--- src/rtl/ccal_pkg.sv ---
// Package: shared types for the calibration rotation scheduler.
// Assumes the phase encoding is private to the block.
package ccal_pkg;

    // Handover phases of the rotation
    typedef enum logic [1:0] {
        PH_CAL   = 2'd0,   // selected source tied to reference
        PH_OPEN  = 2'd1,   // calibrate switch opened, outputs frozen
        PH_BREAK = 2'd2    // next source released from its slot
    } phase_t;

endpackage

--- src/rtl/ccal_sequencer.sv ---
// Module: ccal_sequencer
// Walks the handover phases and counts the calibration dwell. It also
// keeps the index of the source in calibration and of the next one in
// round-robin order.
// Assumes: the dwell is captured during reset, and a dwell of 0 is
// promoted to 1.
module ccal_sequencer
    import ccal_pkg::*;
#(
    parameter int NSRC    = 33,
    parameter int SEL_W   = 6,
    parameter int DWELL_W = 16
) (
    input  logic               clk,
    input  logic               rst_n,
    input  logic [DWELL_W-1:0] dwell_cfg,
    output phase_t             phase,
    output logic [SEL_W-1:0]   cur_src,
    output logic [SEL_W-1:0]   nxt_src,
    output logic               handover
);

    localparam logic [SEL_W-1:0] LAST_SRC = SEL_W'(NSRC - 1);

    logic [DWELL_W-1:0] dwell_q;
    logic [DWELL_W-1:0] cnt_q;

    // Next source in rotation, wrapping after the last index
    always_comb begin
        nxt_src = (cur_src == LAST_SRC) ? '0 : cur_src + 1'b1;
    end

    // The slot table updates on the edge that ends the break phase
    assign handover = (phase == PH_BREAK);

    // Phase, dwell counter and current-source register
    always_ff @(posedge clk) begin
        if (!rst_n) begin
            dwell_q <= (dwell_cfg == '0) ? DWELL_W'(1) : dwell_cfg;
            cnt_q   <= '0;
            phase   <= PH_CAL;
            cur_src <= LAST_SRC;
        end else begin
            unique case (phase)
                PH_CAL: begin
                    if (cnt_q == dwell_q - 1'b1) begin
                        cnt_q <= '0;
                        phase <= PH_OPEN;
                    end else begin
                        cnt_q <= cnt_q + 1'b1;
                    end
                end
                PH_OPEN: begin
                    phase <= PH_BREAK;
                end
                PH_BREAK: begin
                    phase   <= PH_CAL;
                    cur_src <= nxt_src;
                end
                default: begin
                    phase <= PH_CAL;
                end
            endcase
        end
    end

endmodule

--- src/rtl/ccal_slot_map.sv ---
// Module: ccal_slot_map
// Keeps the slot-to-source table and its inverse. On a handover the
// just-calibrated source takes over the slot of the next source.
// Assumes N_SLOT >= 2. The inverse entry of the source in calibration
// is stale and never read.
module ccal_slot_map #(
    parameter int N_SLOT = 32,
    parameter int NSRC   = 33,
    parameter int SEL_W  = 6
) (
    input  logic                    clk,
    input  logic                    rst_n,
    input  logic                    handover,
    input  logic [SEL_W-1:0]        cur_src,
    input  logic [SEL_W-1:0]        nxt_src,
    output logic [N_SLOT*SEL_W-1:0] slot_sel
);

    localparam int SLOT_W = $clog2(N_SLOT);

    logic [SEL_W-1:0]  src_of_slot [N_SLOT];
    logic [SLOT_W-1:0] slot_of_src [NSRC];
    logic [SLOT_W-1:0] vacated;

    // Slot that the next source is about to leave
    assign vacated = slot_of_src[nxt_src];

    // Identity map at reset; swap in the calibrated source on handover
    always_ff @(posedge clk) begin
        if (!rst_n) begin
            for (int i = 0; i < N_SLOT; i++) begin
                src_of_slot[i] <= SEL_W'(i);
            end
            for (int j = 0; j < NSRC; j++) begin
                slot_of_src[j] <= (j < N_SLOT) ? SLOT_W'(j) : '0;
            end
        end else if (handover) begin
            src_of_slot[vacated] <= cur_src;
            slot_of_src[cur_src] <= vacated;
        end
    end

    // Flatten the table onto the select bus
    genvar g;
    generate
        for (g = 0; g < N_SLOT; g++) begin : g_sel
            assign slot_sel[g*SEL_W +: SEL_W] = src_of_slot[g];
        end
    endgenerate

endmodule

--- src/rtl/ccal_switch_drv.sv ---
// Module: ccal_switch_drv
// Decodes the phase and the source indices into per-source calibrate
// and output switch levels.
// Assumes the indices are stable for the whole cycle.
module ccal_switch_drv
    import ccal_pkg::*;
#(
    parameter int NSRC  = 33,
    parameter int SEL_W = 6
) (
    input  phase_t            phase,
    input  logic [SEL_W-1:0]  cur_src,
    input  logic [SEL_W-1:0]  nxt_src,
    output logic [NSRC-1:0]   cal_sw,
    output logic [NSRC-1:0]   out_sw
);

    genvar s;
    generate
        for (s = 0; s < NSRC; s++) begin : g_src
            logic is_cur;
            logic is_nxt;
            assign is_cur = (cur_src == SEL_W'(s));
            assign is_nxt = (nxt_src == SEL_W'(s));
            // Calibrate switch closes only during the dwell of this source
            assign cal_sw[s] = is_cur && (phase == PH_CAL);
            // Output switch opens while calibrating or while being released
            assign out_sw[s] = !is_cur && !(is_nxt && (phase == PH_BREAK));
        end
    endgenerate

endmodule

--- src/rtl/ccal_rot_sched.sv ---
// Module: ccal_rot_sched (top)
// Calibration rotation scheduler: a bank of N_SLOT+1 sources feeds
// N_SLOT slots while one spare at a time is recalibrated.
// Assumes synchronous active-low reset and dwell_cfg steady during reset.
module ccal_rot_sched #(
    parameter int N_SLOT  = 32,
    parameter int DWELL_W = 16,
    localparam int NSRC   = N_SLOT + 1,
    localparam int SEL_W  = $clog2(NSRC)
) (
    input  logic                    clk,
    input  logic                    rst_n,
    input  logic [DWELL_W-1:0]      dwell_cfg,
    output logic [NSRC-1:0]         cal_sw,
    output logic [NSRC-1:0]         out_sw,
    output logic [N_SLOT*SEL_W-1:0] slot_sel,
    output logic [SEL_W-1:0]        cal_idx
);

    import ccal_pkg::*;

    phase_t           phase;
    logic [SEL_W-1:0] cur_src;
    logic [SEL_W-1:0] nxt_src;
    logic             handover;

    // Phase sequencing and dwell timing
    ccal_sequencer #(
        .NSRC(NSRC), .SEL_W(SEL_W), .DWELL_W(DWELL_W)
    ) u_seq (
        .clk(clk), .rst_n(rst_n), .dwell_cfg(dwell_cfg),
        .phase(phase), .cur_src(cur_src), .nxt_src(nxt_src),
        .handover(handover)
    );

    // Slot steering table
    ccal_slot_map #(
        .N_SLOT(N_SLOT), .NSRC(NSRC), .SEL_W(SEL_W)
    ) u_map (
        .clk(clk), .rst_n(rst_n), .handover(handover),
        .cur_src(cur_src), .nxt_src(nxt_src), .slot_sel(slot_sel)
    );

    // Per-source switch decode
    ccal_switch_drv #(
        .NSRC(NSRC), .SEL_W(SEL_W)
    ) u_drv (
        .phase(phase), .cur_src(cur_src), .nxt_src(nxt_src),
        .cal_sw(cal_sw), .out_sw(out_sw)
    );

    // Status: source whose calibration cycle is in progress
    assign cal_idx = cur_src;

endmodule

--- config.mk ---
export PLATFORM = sky130hd
export DESIGN_NAME = ccal_rot_sched
export DESIGN_NICKNAME = d
export VERILOG_FILES = /design/src/rtl/ccal_pkg.sv /design/src/rtl/ccal_sequencer.sv /design/src/rtl/ccal_slot_map.sv /design/src/rtl/ccal_switch_drv.sv /design/src/rtl/ccal_rot_sched.sv
export SDC_FILE = /design/constraint.sdc
export NUM_CORES = 1
export LEC_CHECK = 0
export ABC_CLOCK_PERIOD_IN_PS = 5700
export CAP_MARGIN = 20
export CELL_PAD_IN_SITES_DETAIL_PLACEMENT = 1
export CELL_PAD_IN_SITES_GLOBAL_PLACEMENT = 2
export CORE_AREA = 2 2 256 258
export CTS_CLUSTER_DIAMETER = 40
export DETAILED_ROUTE_END_ITERATION = 7
export DIE_AREA = 0 0 258 260
export DONT_BUFFER_PORTS = 1
export PLACE_DENSITY_LB_ADDON = 0.1
export SYNTH_ARGS = -nofsm -noshare
export SYNTH_HDL_FRONTEND = slang
export SYNTH_SLANG_ARGS = --single-unit
--- constraint.sdc ---
create_clock -name clk -period 5.7 [get_ports clk]
set_input_delay 0.285 -clock clk [delete_from_list [all_inputs] [get_ports clk]]
set_output_delay 0.285 -clock clk [all_outputs]
set_load 0.03 [all_outputs]
* Yosys cells after proc, flatten, opt, wreduce, memory -nomap -nowiden
Memory sizes are Yosys's and may differ from the RTL's. Cells that the tools add are included.
Storage, ports and cells: output and inout port bits 264, logic and storage cells 262, register bits after elaboration 40, memories kept 2, bits in writable memories 357, bits in latches 0, ROM bits 0, input bits 18
Memories:
- u_map.src_of_slot | depth 32, bits a word 6, rd ports 32, clocked after memory_dff 0, write ports 32, RTL line ccal_slot_map.sv:21 | logic [SEL_W-1:0] src_of_slot [N_SLOT];
- u_map.slot_of_src | depth 33, bits a word 5, rd ports 1, clocked after memory_dff 0, write ports 33, RTL line ccal_slot_map.sv:22 | logic [SLOT_W-1:0] slot_of_src [NSRC];
Cells by class: muxes and demuxes 14, add/sub/neg operators 3, eq/ne operators 68, reduce and logical (&&, ||, !) cells 171, div/mod/pow operators 0, shift operators 0, $lt $le $gt $ge 0, bitwise logic cells 0, multiply operators 0
Operators by type and width (count):
- $eq A6 B5 Y1 const B | 32
- $logic_and A1 B1 Y1 | 99
- $eq A6 B4 Y1 const B | 16
- $logic_not A1 Y1 | 66
- $eq A6 B3 Y1 const B | 8
- $eq A6 B2 Y1 const B | 4
- $mux W6 | 3
- $add A16 B1 Y16 const B | 1
- $eq A16 B16 Y1 | 1
- $logic_not A16 Y1 | 1
- $mux W16 | 1
- $sub A16 B1 Y16 const B | 1
- $eq A6 B1 Y1 const B | 2
- $eq A6 B6 Y1 const B | 2
- $logic_not A6 Y1 | 2
- $mux W5 | 2
- $add A6 B1 Y6 const B | 1
- $mux W1 | 6
- $reduce_or A6 Y1 | 1
- $reduce_or A5 Y1 | 1
- $pmux W2 S2 | 1
- $eq A2 B1 Y1 const B | 1
- $eq A2 B2 Y1 const B | 1
- $logic_not A2 Y1 | 1
- other kinds (2) | 2

* Longest topological paths before layout
Gate-level depths: netlist of run 1.
word-level depth 6, depth in mapped cells 24

* Hierarchy
From an unflattened synthesis of run 1, not the netlist that was laid out.
Unflattened totals: cells, all modules 1781, area, all modules 24604.8 um^2
Modules (own cells, without submodules):
- ccal_slot_map | cells an instance 1391, seq. area each 15374.7 um^2, area each 21295.4 um^2, instances 1
- ccal_sequencer | cells an instance 248, seq. area each 960.9 um^2, area each 2312.2 um^2, instances 1
- ccal_switch_drv | cells an instance 142, seq. area each 0.0 um^2, area each 997.2 um^2, instances 1

* Least setup slack after synthesis of run 1
No wires, ideal clock.
path kind register -> register, start reg u_seq.cur_src[0], end mem u_map.src_of_slot[4][0], enable pin, buffers on the path 9, stages on the path, launching flop included 22, arrival 5.274 ns, period minus slack after synthesis 5.652 ns, setup time 0.377 ns, path slack 0.048 ns, data required time 5.323 ns, path through dfxtp_1 > buf_4 > inv_1 > clkbuf_1 > clkbuf_1 > buf_1 > clkbuf_1 > ha_1 > nor3b_2 > a21oi_4 > buf_6 > buf_4 > buf_4 > mux2i_1 > a2111oi_0 > nand4_1 > o221ai_1 > nand2_1 > inv_2 > nand2_1 > buf_2 > o21ai_0
RTL lines:
- from (decl) | RTL line ccal_sequencer.sv:18 | output logic [SEL_W-1:0] cur_src,
- from (signal assigned) | RTL line ccal_sequencer.sv:58 | cur_src <= nxt_src;
- to (decl) | RTL line ccal_slot_map.sv:21

==> metrics.md, run 1 <==
| Metric | Value |
|---|---|
| WL per Instance | 30.19 um |
| Tot Pwr | 0.01051 W |
| Pwr/cell area | 351.9 nW/um^2 |
| Synth Register Bits | approximately 550 |
| Fillers | 6651 |
| Synth Instances | 2079 |
| Minimum clock period | roughly 5400 ps |
| Cell row count | between 90 and 100 |
| CTS resizes | 0 |
| Max VDD drop | approximately 0.23 mV |
| CTS buffer count | 100 |
| Setup TNS Final | 0 ps |
| Sequential area share after synthesis | about two thirds |
| Vias in the first global route | 18270 |
| Syn Nets | around 2100 |
| Proportion of layout cells with a drive suffix above 1 | 18.09% |
| Met2 routed WL | between 40000 and 50000 um |
| Register area | between 15000 and 20000 um^2 |
| Htree depth | 3 |
| Asr flop ratio synth | 0% |
| Metal3 WL | around 6700 um |
| Via count | between 15000 and 20000 |
| First-pass GRT wire length | between 100000 and 150000 um |
| Chip width | around 260 um |
| Cell Area, Synth | between 20000 and 25000 um^2 |
| Yosys top cell area share | 63.70% |
| Final Max Slew Viols | 0 |
| All-layer global routing usage | 27.61% |
| # setup viols final | 0 |
| Fin Hold WS | 49.50 ps |
| CTS max path bufs | 3 |
| Pre-CTS setup slack | 392.8 ps |
| Starting density of the core | 38.82% |
| Routability cong. | about 0.87 |
| M1 WL | approximately 40000 um |
| Via density | about 5.9 |
| Crit Path Max Fanout | 28 |
| Clock sinks | about 550 |
| DRT Pass-1 Iters | 5 |
| Pleak | roughly 9.3 nW |
| Die height | ~260 um |
| Largest net degree at the start of global routing | a little under 70 |
| Final Skew | 24.88 ps |
| Synth area leader | edfxtp_1 |
| Area of the multi-input gates | between 7000 and 8000 um^2 |
| Grt ovf | 0 |
| Area contributors post-synth | edfxtp_1, nand2_1, nor2_1, nor3_1, nand3_1 |
| Final HPWL DP | 63520 um |
| Final critical-path share of the clock period | between 90% and 100% |
| Critical-path cell list | buf_4 > nand2b_1 > nor2_1 > o21ai_0 > o21ai_0 > nor2_1 > o21a_1 > o41a_4 > or4_4 > o21ai_0 |
| Layout area overhead | 19.97% |
| Top_reg_cell synth | edfxtp_1 |
| EDFF count, synth | roughly 530 |
| Critical-path top delay cell | o21ai_0 |
| Fmax | 0.1860 GHz |
| Hold Path Class | input pin to flop |
| Nets@finish | 2196 |
| CP peak stage delay | 780 ps |
| Slew of the pin with the lowest slew margin | between 1000 and 1500 ps |
| Buffers on Ports | 0 |
| Worst-Skew Late Latency | about 650 ps |
| Required @ worst endpoint | 5950 ps |
| CP most frequent cell | o21ai_0 |
| Critical Path End Type | flop |
| Non-Filler Instances | about 3100 |
| Clk slew on worst S/H paths | 50 ps |
| DR iter-0 viols | between 1500 and 2000 |
| RSZ-0062 raised after global routing | false |
| Syn avg cell area | 11.97 um^2 |
| Ports | roughly 280 |
| WP data arrival | between 5000 and 6000 ps |
| Worst setup margin | between 300 and 400 ps |
| Worst rel slew slack | between 10% and 20% |
| DP Cell Count | ~2900 |
| CTS tree | yes |
| # diodes | 0 |
| Core Area | roughly 64000 um^2 |
| Status | finished clean |
| WS Path Type | flop to flop |
| Max layer used | met4 |
| Yosys warning count | 0 |
| ANT nets after route | 0 |
| Root Buffer | clkbuf_16 |
| Initial antenna violation count | 0 |
| Final Hold Vio Count | 0 |
| Total of max-cap violations | 0 |
| Crit path launch type | flop |
| Drc violations | 0 |
| WL final | roughly 94000 um |
| Synth cell types | between 80 and 90 |
| Die ar. | 67080 um^2 |
==> timing repair <==
action,CTS,global route
hold buffers,22,0
setup buffers,0,0
endpoints found under the hold margin,99,0
==> cell families (layout without fill, tap and decap cells) <==
logic type | after synthesis | count (layout) | synth area share (%)
compound gates | 244 | 244 | 7.394
xor+xnor | 39 | 39 | 1.372
fa+ha+maj | 6 | 6 | 0.3016
buf+inv | 202 | 379 | 3.664
flops | 552 | 552 | 65.63
mux | 68 | 68 | 3.453
simple gates | 968 | 968 | 18.19
==> synthesized netlist by cell type (all sizes together) (13+ instances only) <==
| cell | instances |
|---|---|
| edfxtp | 528 |
| nand2 | 297 |
| nor2 | 234 |
| nor3 | 167 |
| clkbuf | 113 |
| nand3 | 111 |
| buf | 71 |
| o21ai | 52 |
| or3 | 47 |
| mux2i | 45 |
| nand4 | 28 |
| a32oi | 26 |
| dfxtp | 24 |
| a21oi | 22 |
| a22oi | 22 |
| xnor2 | 22 |
| xor2 | 17 |
| a31oi | 16 |
| inv | 16 |
| and2 | 13 |
| mux4 | 13 |
==> metrics by stage <==
step | instance area [um^2] | util, %
2_1_floorplan | 24890 | -
3_3_place_gp | 26350 | 41.10
3_5_place_dp | 26360 | 41.12
4_1_cts | 29840 | 46.55
5_1_grt | 29860 | 46.58
6_report | 29860 | 46.58
==> critical path, delay by kind of cell, from the launching register on <==
| kind | cells | cell delay [ps] |
|---|---|---|
| flops | 1 | 680 |
| buf+inv | 1 | 360 |
| simple gates | 4 | 1600 |
| compound gates | 5 | 2310 |
==> cell type report <==
class / count / area share, %
flip-flops and latches: 552 / 54.72
clock inverters: 79 / 2.422
repair buffers: 175 / 4.764
clock buffers: 107 / 8.501
inverters: 18 / 0.2263
well taps: 855 / 3.582
multi-input cells: 1325 / 25.78
==> final timing paths <==
check | start | to | slack (ps) | cells past startpoint
worst max register to register | u_seq.cur_src[3] | u_map.src_of_slot[27][3] | 320 | 10
worst min register to register | u_seq.cnt_q[4] | u_seq.cnt_q[4] | 580 | 2
worst max-delay path | u_seq.cur_src[3] | u_map.src_of_slot[27][3] | 320 | 10
worst min-delay path | dwell_cfg[7] | u_seq.dwell_q[0] | 50 | 2
==> registers in the layout, summed over array words and instances (netlist names) <==
signal and count:
u_map.slot_of_src 320, u_map.src_of_slot 192, u_seq.cnt_q 16, u_seq.cur_src 6, u_seq.dwell_q 16, u_seq.phase 2
==> where the power goes <==
part,internal [W],switching [W]
Clock,0.00350,0.00218
Combinational,0.0000645,0.000166
Sequential,0.00449,0.0000998
Total,0.00806,0.00245
==> cells in the final DEF (no fill, tap or decap), types with 26 or more instances in the layout <==
cell | synthesis | layout
nor3_1 | 154 | 153
clkbuf_16 | 0 | 100
o21ai_0 | 51 | 51
buf_4 | 7 | 148
mux2i_1 | 45 | 45
or3_1 | 47 | 47
edfxtp_1 | 528 | 528
nand2_1 | 293 | 291
nor2_1 | 233 | 233
nand3_1 | 111 | 111
nand4_1 | 28 | 28
a32oi_1 | 26 | 26
==> routing by layer <==
metal,GRT usage (%),up-vias
li1,-,7952
met1,37.35,9355
met2,45.65,781
met3,5.419,139
met4,7.113,0
met5,0,-
Power figures use the tool's default switching activity.
==> inputs of run 2 (changes only) <==
REMOVE_ABC_BUFFERS = 1   (was not set)
==> metrics.md, run 2 (synthesis results as in run 1) <==
| Metric | Value |
|---|---|
| Starting density of the core | 38.82% (unchanged) |
| Clock sinks | 552 (unchanged) |
| DRT Pass-1 Iters | 5 (unchanged) |
| Via density | 5.894 (was 5.859) |
| CTS buffer count | 93 (was 100) |
| Fillers | 6570 (was 6651) |
| Routability cong. | 0.8740 (was 0.8723) |
| M3 GR Usage | 7.232% (was 5.419%) |
| Most common cell after layout, fill and taps aside | edfxtp_1 (unchanged) |
| Fin util | 46.52% (was 46.58%) |
| Die height | 260 um (unchanged) |
| Hold Path Class | input pin to flop (unchanged) |
| CTS resizes | 0 (unchanged) |
| WP data arrival | 5810 ps (was 5630 ps) |
| Htree depth | 3 (unchanged) |
| WL per Instance | 31.13 um (was 30.19 um) |
| Final critical-path share of the clock period | 97.29% (was 94.32%) |
| Cell row count | 93 (unchanged) |
| Grt ovf | 0 (unchanged) |
| Buffers on Ports | 0 (unchanged) |
| All-layer global routing usage | 28.42% (was 27.61%) |
| RSZ-0062 raised after global routing | false (unchanged) |
| Register area | 16340 um^2 (about the same) |
| Design area | 29830 um^2 (was 29860 um^2) |
| Initial antenna violation count | 1 (was 0) |
| Status | finished clean (unchanged) |
| Met1 Usage GRT | 36.65% (was 37.35%) |
| Critical Path End Type | flop (unchanged) |
| Core Area | 64120 um^2 (unchanged) |
| Ports | 282 (unchanged) |
| Total of max-cap violations | 0 (unchanged) |
| Crit path launch type | flop (unchanged) |
| WS Path Type | flop to flop (unchanged) |
| Final HPWL DP | 65660 um (was 63520 um) |
| CTS tree | yes (unchanged) |
| Grt met2 use | 45.80% (was 45.65%) |
| Busiest grt layer | met2 (unchanged) |
| Crit Path Max Fanout | 28 (unchanged) |
| Largest register FFs | 320 (unchanged) |
| Largest registers | u_map.slot_of_src (320), u_map.src_of_slot (192) (unchanged) |
| Drc violations | 0 (unchanged) |
| # setup viols final | 0 (unchanged) |
| Pwr/cell area | 359.3 nW/um^2 (was 351.9 nW/um^2) |
| ANT nets after route | 0 (unchanged) |
| Proportion of layout cells with a drive suffix above 1 | 17.59% (was 18.09%) |
| Clk slew on worst S/H paths | 60 ps (was 50 ps) |
| Fin Hold WS | 22.05 ps (was 49.50 ps) |
| Final Hold Vio Count | 0 (unchanged) |
| WL final | 96170 um (was 93920 um) |
| Worst-Skew Late Latency | 650 ps (about the same) |
| Final Max Slew Viols | 0 (unchanged) |
| First-pass GRT wire length | 137200 um (was 134700 um) |
| Pleak | 9.304 nW (was 9.344 nW) |
| Chip width | 258 um (unchanged) |
| Minimum clock period | 5546 ps (was 5376 ps) |
| Root Buffer | clkbuf_16 (unchanged) |
| Nets@finish | 2177 (was 2196) |
| Setup TNS Final | 0 ps (unchanged) |
| Die ar. | 67080 um^2 (unchanged) |
| # diodes | 0 (unchanged) |
| Largest net degree at the start of global routing | 65 (was 69) |
| Worst rel slew slack | 23.07% (was 18.75%) |
| Area of the multi-input gates | 7700 um^2 (unchanged) |
| CTS max path bufs | 3 (unchanged) |
| Max VDD drop | 0.2583 mV (was 0.2258 mV) |
| Final Skew | 31.51 ps (was 24.88 ps) |
| Vias in the first global route | 18640 (was 18270) |
| Dpl cell area | 26300 um^2 (was 26360 um^2) |
| DR iter-0 viols | 1647 (was 1855) |
| Via count | 18210 (was 18230) |
| Slew of the pin with the lowest slew margin | 1150 ps (was 1209 ps) |
| Post-CTS Setup Inserts | 0 (unchanged) |
| Layout area overhead | 19.83% (was 19.97%) |
| Fmax | 0.1803 GHz (was 0.1860 GHz) |
| Largest Register | u_map.slot_of_src (unchanged) |
| Commonest non-fill, non-tap cells in the layout | edfxtp_1, nand2_1, nor2_1, nor3_1, buf_4 (unchanged) |
| Required @ worst endpoint | 5960 ps (was 5950 ps) |
run 2: cell types whose count changed in the layout (fill, tap and decap cells not counted), sizes merged:
cell         delta
clkinv         -16
buf             -9
bufinv          +8
clkbuf          -8
inv             +8
dlygate4sd3     -3
clkinvlp        -2
run 2: repair_timing:
| item | 4_1_cts | 5_1_grt |
|---|---|---|
| endpoints found under the hold margin | 109 | 0 |
| hold buffers | 20 | 0 |
| endpoints found under the setup margin | 0 | 0 |
run 2: critical path, cell delays in order, from the launching register on:
cell and delay, ps:
dfxtp_2 340, ha_1 360, and2_1 250, buf_4 160
a31oi_1 620, nand2_1 510, a31o_2 360, a211oi_1 690
o32ai_4 300, or4_4 760, o21ai_0 790
run 2: cell type report:
type                    instances  area share [%]
inverters                      18          0.2265
clock buffers                  99           8.020
well taps                     855           3.587
repair buffers                163           4.497
multi-input cells            1325           25.81
flip-flops and latches        552           54.79
clock inverters                77           3.066
run 2: final timing paths:
| check | start | slack, ps | depth (start not counted) | endpoint |
|---|---|---|---|---|
| worst min-delay path | rst_n | 20 | 1 | u_map.slot_of_src[18][4] |
| worst max-delay path | u_seq.cur_src[0] | 150 | 10 | u_map.src_of_slot[31][1] |
| worst max register to register | u_seq.cur_src[0] | 150 | 10 | u_map.src_of_slot[31][1] |
| worst min register to register | u_seq.cnt_q[15] | 540 | 2 | u_seq.cnt_q[15] |
run 2: layer usage:
layer	part of all wire, %	routed length [um]
met5	0	0
met4	3.8	3665
met3	8.2	7931
met2	47	44790
met1	41	39780
run 2: metrics by stage:
stage,total power [W],instances,setup WS (ps)
detailed placement,0.004880,2892,428.6
global route,0.01097,3089,73.18
global placement,0.004873,2889,557.9
floorplan,0.004770,1895,-5499
CTS,0.01079,3088,371.3
finish,0.01072,3089,154.2
run 2: where the power goes:
group	switching, W	leakage [nW]	internal, W
Sequential	0.000104	4.88	0.00449
Combinational	0.000163	2.82	0.0000650
Clock	0.00218	1.60	0.00371
